$ cat config.mk
export PLATFORM = sky130hd
export DESIGN_NAME = brom_rd_ctrl
export DESIGN_NICKNAME = d
export VERILOG_FILES = /design/src/rtl/brom_pkg.sv /design/src/rtl/brom_phase_timer.sv /design/src/rtl/brom_seq.sv /design/src/rtl/brom_pad_drv.sv /design/src/rtl/brom_rd_ctrl.sv
export SDC_FILE = /design/constraint.sdc
export NUM_CORES = 1
export LEC_CHECK = 0
export ABC_AREA = 1
export BUFFER_PORTS_ARGS = -buffer_cell sky130_fd_sc_hd__buf_2
export CORE_ASPECT_RATIO = 1.1
export CORE_MARGIN = 2
export CORE_UTILIZATION = 35
export CTS_CLUSTER_DIAMETER = 60
export DETAILED_ROUTE_END_ITERATION = 12
export GPL_TIMING_DRIVEN = 0
export PLACE_DENSITY = 0.71
export SLEW_MARGIN = 15
export SYNTH_ARGS = -nofsm -noshare
export SYNTH_HDL_FRONTEND = slang
export SYNTH_SLANG_ARGS = --single-unit
$ cat constraint.sdc
create_clock -name clk -period 2 [get_ports clk]
set_clock_uncertainty 0.2 [all_clocks]
set_input_delay 0.2 -clock clk [delete_from_list [all_inputs] [get_ports clk]]
set_output_delay 0.2 -clock clk [all_outputs]
set_load 0.1 [all_outputs]
$ cat src/rtl/brom_pkg.sv
package brom_pkg;

  typedef enum logic [2:0] {
    ST_IDLE, ST_A1_SET, ST_A1_STB, ST_A2_SET, ST_A2_STB, ST_DATA
  } brom_st_e;

  // select the address byte carried on the shared pins in an address phase
  function automatic logic [7:0] addr_slice(input logic [17:0] a, input logic upper);
    return upper ? a[17:10] : a[9:2];
  endfunction

  function automatic logic [1:0] addr_low(input logic [17:0] a);
    return a[1:0];
  endfunction

  function automatic int unsigned max3(input int unsigned a, input int unsigned b,
                                       input int unsigned c);
    int unsigned m;
    m = (a > b) ? a : b;
    return (m > c) ? m : c;
  endfunction

endpackage

$ cat src/rtl/brom_phase_timer.sv
module brom_phase_timer #(
  parameter int CW = 2
) (
  input  logic          clk,
  input  logic          rst_n,
  input  logic          load,
  input  logic [CW-1:0] load_val,
  output logic          last
);
  logic [CW-1:0] cnt;

  always_ff @(posedge clk or negedge rst_n) begin
    if (!rst_n)           cnt <= '0;
    else if (load)        cnt <= load_val;
    else if (cnt != '0)   cnt <= cnt - 1'b1;
  end

  assign last = (cnt == '0);
endmodule

$ cat src/rtl/brom_seq.sv
module brom_seq
  import brom_pkg::*;
#(
  parameter int SETUP_CYC = 2,
  parameter int STRB_CYC  = 2,
  parameter int ACC_CYC   = 3,
  parameter int CW        = 2
) (
  input  logic          clk,
  input  logic          rst_n,
  input  logic          req,
  input  logic          last,
  output brom_st_e      state,
  output logic          load,
  output logic [CW-1:0] load_val,
  output logic          accept,
  output logic          data_last,
  output logic          done
);
  localparam logic [CW-1:0] SET_LD = CW'(SETUP_CYC - 1);
  localparam logic [CW-1:0] STB_LD = CW'(STRB_CYC - 1);
  localparam logic [CW-1:0] ACC_LD = CW'(ACC_CYC - 1);

  brom_st_e nxt;
  logic     advance;

  assign accept    = (state == ST_IDLE) && req;
  assign advance   = (state != ST_IDLE) && last;
  assign data_last = advance && (state == ST_DATA);
  assign load      = accept || advance;

  always_comb begin
    nxt = state;
    if (accept) nxt = ST_A1_SET;
    else if (advance) begin
      case (state)
        ST_A1_SET: nxt = ST_A1_STB;
        ST_A1_STB: nxt = ST_A2_SET;
        ST_A2_SET: nxt = ST_A2_STB;
        ST_A2_STB: nxt = ST_DATA;
        default:   nxt = ST_IDLE;
      endcase
    end
  end

  always_comb begin
    case (nxt)
      ST_A1_STB, ST_A2_STB: load_val = STB_LD;
      ST_DATA:              load_val = ACC_LD;
      default:              load_val = SET_LD;
    endcase
  end

  always_ff @(posedge clk or negedge rst_n) begin
    if (!rst_n) begin
      state <= ST_IDLE;
      done  <= 1'b0;
    end else begin
      state <= nxt;
      done  <= data_last;
    end
  end

  AST_DONE_ONE_CLK: assert property (@(posedge clk) disable iff (!rst_n)
    done |=> !done);
  AST_BUSY_NO_ACCEPT: assert property (@(posedge clk) disable iff (!rst_n)
    (state != ST_IDLE) && req |=> (state != ST_A1_SET) || $past(state == ST_A1_SET));
endmodule

$ cat src/rtl/brom_pad_drv.sv
module brom_pad_drv
  import brom_pkg::*;
(
  input  brom_st_e    state,
  input  logic [17:0] addr_q,
  output logic [7:0]  ad_out,
  output logic        ad_oe,
  output logic [1:0]  lo_addr,
  output logic        rom_ce_n
);
  logic upper_half;
  logic strobe;

  assign upper_half = (state == ST_A2_SET) || (state == ST_A2_STB);
  assign strobe     = (state == ST_A1_STB) || (state == ST_A2_STB);
  assign ad_oe      = (state != ST_IDLE) && (state != ST_DATA);
  assign ad_out     = ad_oe ? addr_slice(addr_q, upper_half) : 8'h00;
  assign rom_ce_n   = (state != ST_DATA);

  always_comb begin
    if (state == ST_DATA) lo_addr = addr_low(addr_q);
    else                  lo_addr = {strobe, 1'b0};
  end
endmodule

$ cat src/rtl/brom_rd_ctrl.sv
module brom_rd_ctrl
  import brom_pkg::*;
#(
  parameter int SETUP_CYC = 2,
  parameter int STRB_CYC  = 2,
  parameter int ACC_CYC   = 3
) (
  input  logic        clk,
  input  logic        rst_n,
  input  logic        rd_req,
  input  logic [17:0] rd_addr,
  output logic        rd_done,
  output logic [7:0]  rd_byte,
  output logic [1:0]  lo_addr,
  output logic [7:0]  ad_out,
  output logic        ad_oe,
  input  logic [7:0]  ad_in,
  output logic        rom_ce_n
);
  localparam int MAXC = max3(SETUP_CYC, STRB_CYC, ACC_CYC);
  localparam int CW   = (MAXC < 2) ? 1 : $clog2(MAXC);

  brom_st_e      state;
  logic          load, last, accept, data_last;
  logic [CW-1:0] load_val;
  logic [17:0]   addr_q;

  brom_phase_timer #(.CW(CW)) u_timer (
    .clk(clk), .rst_n(rst_n), .load(load), .load_val(load_val), .last(last)
  );

  brom_seq #(
    .SETUP_CYC(SETUP_CYC), .STRB_CYC(STRB_CYC), .ACC_CYC(ACC_CYC), .CW(CW)
  ) u_seq (
    .clk(clk), .rst_n(rst_n), .req(rd_req), .last(last), .state(state),
    .load(load), .load_val(load_val), .accept(accept), .data_last(data_last),
    .done(rd_done)
  );

  brom_pad_drv u_pads (
    .state(state), .addr_q(addr_q), .ad_out(ad_out), .ad_oe(ad_oe),
    .lo_addr(lo_addr), .rom_ce_n(rom_ce_n)
  );

  always_ff @(posedge clk or negedge rst_n) begin
    if (!rst_n) begin
      addr_q  <= '0;
      rd_byte <= '0;
    end else begin
      if (accept)    addr_q  <= rd_addr;
      if (data_last) rd_byte <= ad_in;
    end
  end

  AST_BUS_FREE_IN_DATA: assert property (@(posedge clk) disable iff (!rst_n)
    !rom_ce_n |-> !ad_oe);
  AST_LOW_BITS_STABLE: assert property (@(posedge clk) disable iff (!rst_n)
    !rom_ce_n && $past(!rom_ce_n) |-> $stable(lo_addr));
  AST_BYTE_HELD: assert property (@(posedge clk) disable iff (!rst_n)
    !$stable(rd_byte) |-> rd_done);
  AST_STROBE_WITH_BUS: assert property (@(posedge clk) disable iff (!rst_n)
    lo_addr[1] && rom_ce_n |-> ad_oe);
  AST_IDLE_PINS: assert property (@(posedge clk) disable iff (!rst_n)
    rom_ce_n && !ad_oe |-> lo_addr == 2'b00);
endmodule

* Word level (Yosys, flattened, before mapping)
Index checks and enable logic that the tools add are counted.
Word-level totals: word-level logic and storage cells 34, input bits 29, register bits after elaboration 32
Cells by class: reductions and logical operators 12, equality and inequality tests 7, add/sub/neg operators 1, mux-type cells 9
Operators by type and width (number):
- 8-bit 2-to-1 mux | 2
- 3-bit case mux with 4 select lines | 1
- 3-bit equality test, second input constant | 3
- 2-bit 2-to-1 mux | 4
- 3-bit by 2-bit equality test with 1-bit output, second input constant | 2
- 3-bit 2-to-1 mux | 2
- 1-bit logical AND | 4
- 2-bit nonzero test | 2
- 3-bit by 1-bit equality test with 1-bit output, second input constant | 1
- 3-bit zero test | 1
- 1-bit logical OR | 3
- 3-bit != test, second input constant | 1
- 3-bit nonzero test | 1
- 2-bit zero test | 1
- 2-bit by 1-bit subtractor with 2-bit output, second input constant | 1

* Longest topological paths before layout
Gate-level depths: netlist of run 1.
depth after elaboration 7, depth in mapped cells 11, depth with buffers taken out 11

* By module
A second synthesis of run 1 with hierarchy kept.
Second synthesis, totals: cell total of the unflattened synthesis 224, area, all modules 1647.8 µm²
Modules (own cells, without submodules):
- brom_rd_ctrl | times used 1, cells an instance 110, area an instance 1009.7 µm²
- brom_pad_drv | times used 1, cells an instance 62, area an instance 262.8 µm²
- brom_seq | times used 1, cells an instance 35, area an instance 255.2 µm²
- brom_phase_timer | times used 1, cells an instance 17, area an instance 120.1 µm²

* Least setup slack after synthesis of run 1
OpenSTA, ideal clock, no wires.
path kind reg-to-output, from register u_seq.state[2], to output port ad_out[0], buffers on the path 0, arrival time 2.863 ns, path slack -1.263 ns, data required time 1.600 ns, cell stages (with the launch flop) 6, cell sequence dfrtp_1 inv_1 nor3_2 inv_2 nand2_1 a21oi_1
On the way: elaborated cells between the ends (all ways) 8, classes of those cells eq/ne (3); mux (2); reduce/logical (3)
RTL lines:
- start: declaration | line brom_seq.sv:13 | output brom_st_e state,
- start signal: assignment | line brom_seq.sv:59 | state <= nxt;
- 3-bit != test
- net rom_ce_n | line brom_rd_ctrl.sv:18 | output logic rom_ce_n
- 1-bit logical AND | line brom_pad_drv.sv:16 | assign ad_oe = (state != ST_IDLE) && (state != ST_DATA);
- 8-bit 2-to-1 mux | line brom_pad_drv.sv:17 | assign ad_out = ad_oe ? addr_slice(addr_q, upper_half) : 8'h00;
- end: declaration | line brom_rd_ctrl.sv:15 | output logic [7:0] ad_out,
The timed path passes the listed nets, and every way through them passes these cells.

* Final worst setup path of run 1
from register u_seq.state[1], to output port ad_oe
On the way: longest elaborated chain between the ends 2, elaborated cells between the ends (all ways) 3, classes of those cells eq/ne (1); reduce/logical (2)
RTL lines:
- 3-bit != test / 3-bit nonzero test (equally long branches) | line brom_pad_drv.sv:16
- 1-bit logical AND (*) | line brom_pad_drv.sv:16
- end: declaration | line brom_rd_ctrl.sv:16 | output logic ad_oe,
Mark *: on every way between the ends. The rest lies on a longest branch, timed or not.

==> results of run 1 <==
-- registers in the layout, summed over array words and instances, names as in the netlist --
name	cells
addr_q	18
rd_byte	8
u_seq.done	1
u_seq.state	3
u_timer.cnt	2
-- worst min-delay path, cell delays in order --
cell and delay [ps]:
buf_2 100, nand3_2 100, nand2_1 70, inv_1 60, nand2_1 80
-- Yosys cell counts --
cell type / count
a21oi_1: 11
nor2_4: 2
inv_2: 2
nand2_4: 1
dfrtp_1: 32
nand2_1: 56
nand2_2: 2
nor3_1: 1
nor2_2: 1
o21ai_0: 3
buf_6: 2
nor2_1: 2
nor2_8: 1
nor3_2: 1
inv_1: 14
nand3_2: 1
nand3_1: 4
a21oi_2: 1
ha_1: 1
mux2_2: 17
-- timing repair --
action	4_1_cts	5_1_grt
setup buffers	8	2
hold endpoints to repair	58	0
endpoints found under the setup margin	11	14
gates resized for setup	60	10
hold buffers	27	0
pin swaps	10	5
gates cloned	1	0
-- metrics by stage --
stage | TNS (ps) | worst slack (ps) | instance area (um2) | instances
floorplan | -113.3 | -14.17 | 1633 | 155
detailed placement | -859.1 | -126.1 | 1943 | 256
CTS | -310.7 | -69.72 | 2576 | 300
global route | -1386 | -143.6 | 2625 | 302
global placement | -913.8 | -124.3 | 1943 | 256
finish | -604.9 | -76.66 | 2625 | 302
-- routing by layer --
metal	track usage	up-vias	wire length [um]
met3	0.04012	6	151
met2	0.3267	35	2189
li1	-	686	-
met5	0	-	0
met4	0.06576	0	59
met1	0.2202	667	1686
-- path summary, 6_finish.rpt --
check                          startpoint        endpoint  cells after the start
max                        u_seq.state[1]           ad_oe                      6
min                                rd_req  u_seq.state[0]                      5
max reg2reg                u_timer.cnt[0]  u_timer.cnt[0]                      9
min reg2reg                    rd_byte[7]      rd_byte[7]                      2
max in group asynchronous           rst_n  u_seq.state[0]                      2
min in group asynchronous           rst_n      addr_q[13]                      2
-- cell families after synthesis --
| family | Yosys count |
|---|---|
| and+or+nand+nor | 72 |
| buffers and inverters | 18 |
| AOI/OAI and AO/OA | 15 |
| muxes | 17 |
| adders and majority gates | 1 |
| DFF | 32 |
-- cell type report --
cell class | count | area (um2)
Clock buffer | 7 | 86.33
Clock inverter | 1 | 7.507
Inverter | 16 | 85.08
Buffer | 2 | 22.52
Multi-Input combinational cell | 106 | 797.0
Fill cell | 309 | 1429
Sequential cell | 32 | 804.5
Timing Repair Buffer | 86 | 757.0
Tap cell | 52 | 65.06
==> reports/results.tsv, run 1 <==
metric	value	unit
wl	4.087	mm
post_drt_wl_per_cell	13.53	um
grt_pass1_wl	6.727	mm
die_h	72.70	um
h-tree-depth	2	
clkSlewWorstSetupHoldPaths	60	ps
worst_ep_arrival_time	1680	ps
dieArea	0.004831	mm2
synth.area.top_cells	dfrtp_1, nand2_1, mux2_2	
synthSimpleGateAreaFrac	0.2233	
diodes	0	
worstSkewPairLatency	280	ps
numCtsBuffers	5	
synthesis.area	0.001501	mm2
clockRootBuffer	clkbuf_8	
rsz0062_at_grt	yes	
finalCritPeriodShare	1.038	
rows	24	
dp_hpwl	2.368	mm
criticalPathCategory	reg -> out	
synth_area_per_cell	9.687	um2
cts_tree	built	
synthAdderAreaFrac	0.008333	
mostFrequentLayoutCells	nand2_1, buf_2, dfrtp_1, dlygate4sd3_1, mux2_2	
utilization	0.6475	
initial_core_util	0.3704	
cts_buffer_depth	2	
synth_compound_area_frac	0.05250	
timing.hold.ws	186.0	ps
first_pass_iters	4	
synth_mux_area_frac	0.1275	
grt_pass1_vias	1522	
worst_pin_slew	698.0	ps
start_kind	flip-flop	
critPathMaxStageDelay	450	ps
crit_family	buffers and inverters	
drtIter0Drc	41	
ys_warn_count	0	
cp.buffers_inverters	4	
slew_viol_final	0	
vias	1394	
clkSinkCount	32	
relSlewSlack	0.5347	
synth_top_area_frac	0.5333	
area_delta_synth_final	74.83	%
synth_top_family_by_area	simple AND/OR/NAND/NOR gates	
io_buffers	49	
nets	279	
finalWorstPathRequiredPeriod	2077	ps
grt_overflow	0	
fin_ws	-76.66	ps
place_congestion	0.7856	
reg2reg_setup_slack	150	ps
clock.fmax	0.4815	GHz
ant_nets	0	
yosysSeqAreaShare	0.5333	
status	complete, but fails checks	
crit_chain	buf_4, nor3_2, bufinv_8, nand2_8, clkinvlp_4, buf_6	
crit_fanout	7	
ys_ff_latch	32	
synth_xor_area_frac	0	
layout_commonest_cell	nand2_1	
hold_viol	0	
yosysUniqueCellTypes	20	
avgViaCountPerCell	4.616	
cp.required	1600	ps
violations	negative setup slack	
setup_viol_count_final	10	
syn_nets	185	
end_kind	output port	
grt.total_usage	0.1850	
syn_inst	155	
cpMaxStageDelayCell	dfrtp_2	
antenna_found_initial	0	
grt_max_degree	33	
core	0.004054	mm2
drive_gt1_frac	0.5080	
synth_area_leader_cell	dfrtp_1	
cap_violations	0	
fp.dieW	66.45	um
drc	0	
io_pins	50	
min_path_type	in -> reg	
Power of run 1 is not shown: default switching activity piles up to over one toggle a cycle in this logic, so the estimate is an artifact.
==> run 2: changes to the inputs <==
--- a/config.mk
+++ b/config.mk
@@ -10,6 +10,7 @@
 export CORE_ASPECT_RATIO = 1.1
 export CORE_MARGIN = 2
 export CORE_UTILIZATION = 35
+export CTS_BUF_LIST = sky130_fd_sc_hd__clkbuf_2 sky130_fd_sc_hd__clkbuf_4 sky130_fd_sc_hd__clkbuf_8
 export CTS_CLUSTER_DIAMETER = 60
 export DETAILED_ROUTE_END_ITERATION = 12
 export GPL_TIMING_DRIVEN = 0
==> reports/results.tsv, run 2 (same netlist as run 1, synthesis figures left out) <==
metric	value	unit	change
nets	278		-0.36%
reg_top3	addr_q: 18 flops, rd_byte: 8 flops, u_seq.state: 3 flops		
place_congestion	0.7856		unchanged
wl_met1	1.657	mm	-1.7%
ant_nets	0		unchanged
pre_cts_ws	-126.1	ps	unchanged
final_area	0.002615	mm2	-0.38%
cap_violations	0		unchanged
fill_cells	313		+1.3%
numCtsBuffers	5		unchanged
fin_ws	-94.44	ps	-17.78 ps
io_pins	50		unchanged
dieArea	0.004831	mm2	unchanged
drive_gt1_frac	0.5060		-0.001976
area_delta_synth_final	74.17	%	
crit_fanout	5		-2
clock.fmax	0.4775	GHz	-0.85%
end_kind	output port		
cts_buffer_depth	2		unchanged
place_area	0.001943	mm2	unchanged
violations	negative setup slack		
grt_pass1_wl	6.865	mm	+2.1%
clkSinkCount	32		unchanged
avgViaCountPerCell	4.708		+2.0%
rsz0062_at_grt	yes		
wl	4.175	mm	+2.2%
h-tree-depth	2		unchanged
finalCritPeriodShare	1.047		+0.008889
clkSlewWorstSetupHoldPaths	60	ps	about the same
mostFrequentLayoutCells	nand2_1, buf_2, dfrtp_1, dlygate4sd3_1, mux2_2		
rows	24		unchanged
first_pass_iters	4		unchanged
start_kind	flip-flop		
fp.dieW	66.45	um	unchanged
dp_hpwl	2.368	mm	unchanged
vias	1417		+1.6%
post_drt_wl_per_cell	13.87	um	+2.5%
cp.required	1600	ps	about the same
grt.total_usage	0.1897		+0.004675
criticalPathCategory	reg -> out		
regMostFlops	addr_q		
worstSkewPairLatency	280	ps	about the same
io_buffers	49		unchanged
drtIter0Drc	51		+24%
worst_ep_arrival_time	1690	ps	about the same
status	complete, but fails checks		
clockRootBuffer	clkbuf_8		
setup_viol_count_final	10		unchanged
finalWorstPathRequiredPeriod	2094	ps	+17.78 ps
r2r-start	u_seq.state[1]		
relSlewSlack	0.5245		-0.01019
seq_area	804.5	um2	unchanged
min_path_type	in -> reg		
worstHoldStart	rd_req		
highest-signal-layer	met4		
slew_viol_final	0		unchanged
initial_core_util	0.3704		unchanged
hold_viol	0		unchanged
worst_pin_slew	713.3	ps	+15.28 ps
diodes	0		unchanged
largest_register_ff_count	18		unchanged
antenna_found_initial	0		unchanged
multi_input_area	794.5	um2	-0.31%
die_h	72.70	um	unchanged
grt_pass1_vias	1529		+0.46%
grt_overflow	0		unchanged
wl_met2	2.303	mm	+5.2%
grt_max_degree	33		unchanged
wl_met3	154	um	+2.0%
startpoint	u_seq.state[1]		
core	0.004054	mm2	unchanged
layout_commonest_cell	nand2_1		
drc	0		unchanged
cts_tree	built		
run 2: worst max-delay path: stages, from the launching register on:
cell	delay [ps]
dfrtp_2	450
nor2_4	170
nor2_4	60
nor2_4	110
buf_6	170
nand2_1	90
a21oi_4	160
buf_12	190
run 2: cell type report:
type	count	area share
sequential	32	0.3077
multi-input combinational	106	0.3038
timing repair buffer	85	0.2852
clock buffer	7	0.03445
inverter	16	0.03254
tap	52	0.02488
buffer	2	0.008612
clock inverter	1	0.002871
run 2: layer usage:
layer | track usage | vias up
met4 | 0.06576 | 0
met5 | 0 | -
met2 | 0.3422 | 35
li1 | - | 684
met3 | 0.04012 | 5
met1 | 0.2207 | 693
run 2: per-stage QoR:
| step | utilization | TNS, ps | hold slack [ps] | std cells |
|---|---|---|---|---|
| finish | 0.6451 | -719.8 | 161.9 | 301 |
| global route | 0.6451 | -1419 | 195.5 | 301 |
| CTS | 0.6364 | -310.7 | 156.4 | 300 |
| detailed placement | 0.4793 | -859.1 | 88.83 | 256 |
| global placement | 0.4793 | -913.8 | 97.65 | 256 |
| floorplan | - | -113.3 | -295.6 | 155 |
run 2: worst paths after layout:
path	cells after the start	end	slack, ps
worst min register to register	2	rd_byte[7]	270
min in group asynchronous	2	addr_q[13]	310
max in group asynchronous	2	u_seq.state[1]	770
worst min-delay path	5	u_seq.state[0]	160
worst max-delay path	7	ad_out[0]	-90
worst max register to register	8	rd_byte[1]	160
run 2: what timing repair did:
item / CTS / global route
buffers inserted: 8 / 1
hold buffers: 27 / 0
endpoints found under the hold margin: 58 / 0
pin swaps: 10 / 4
resized for setup: 60 / 8
gates cloned: 1 / 0
setup endpoints to repair: 11 / 14
Power of run 2 is left out for the same reason.
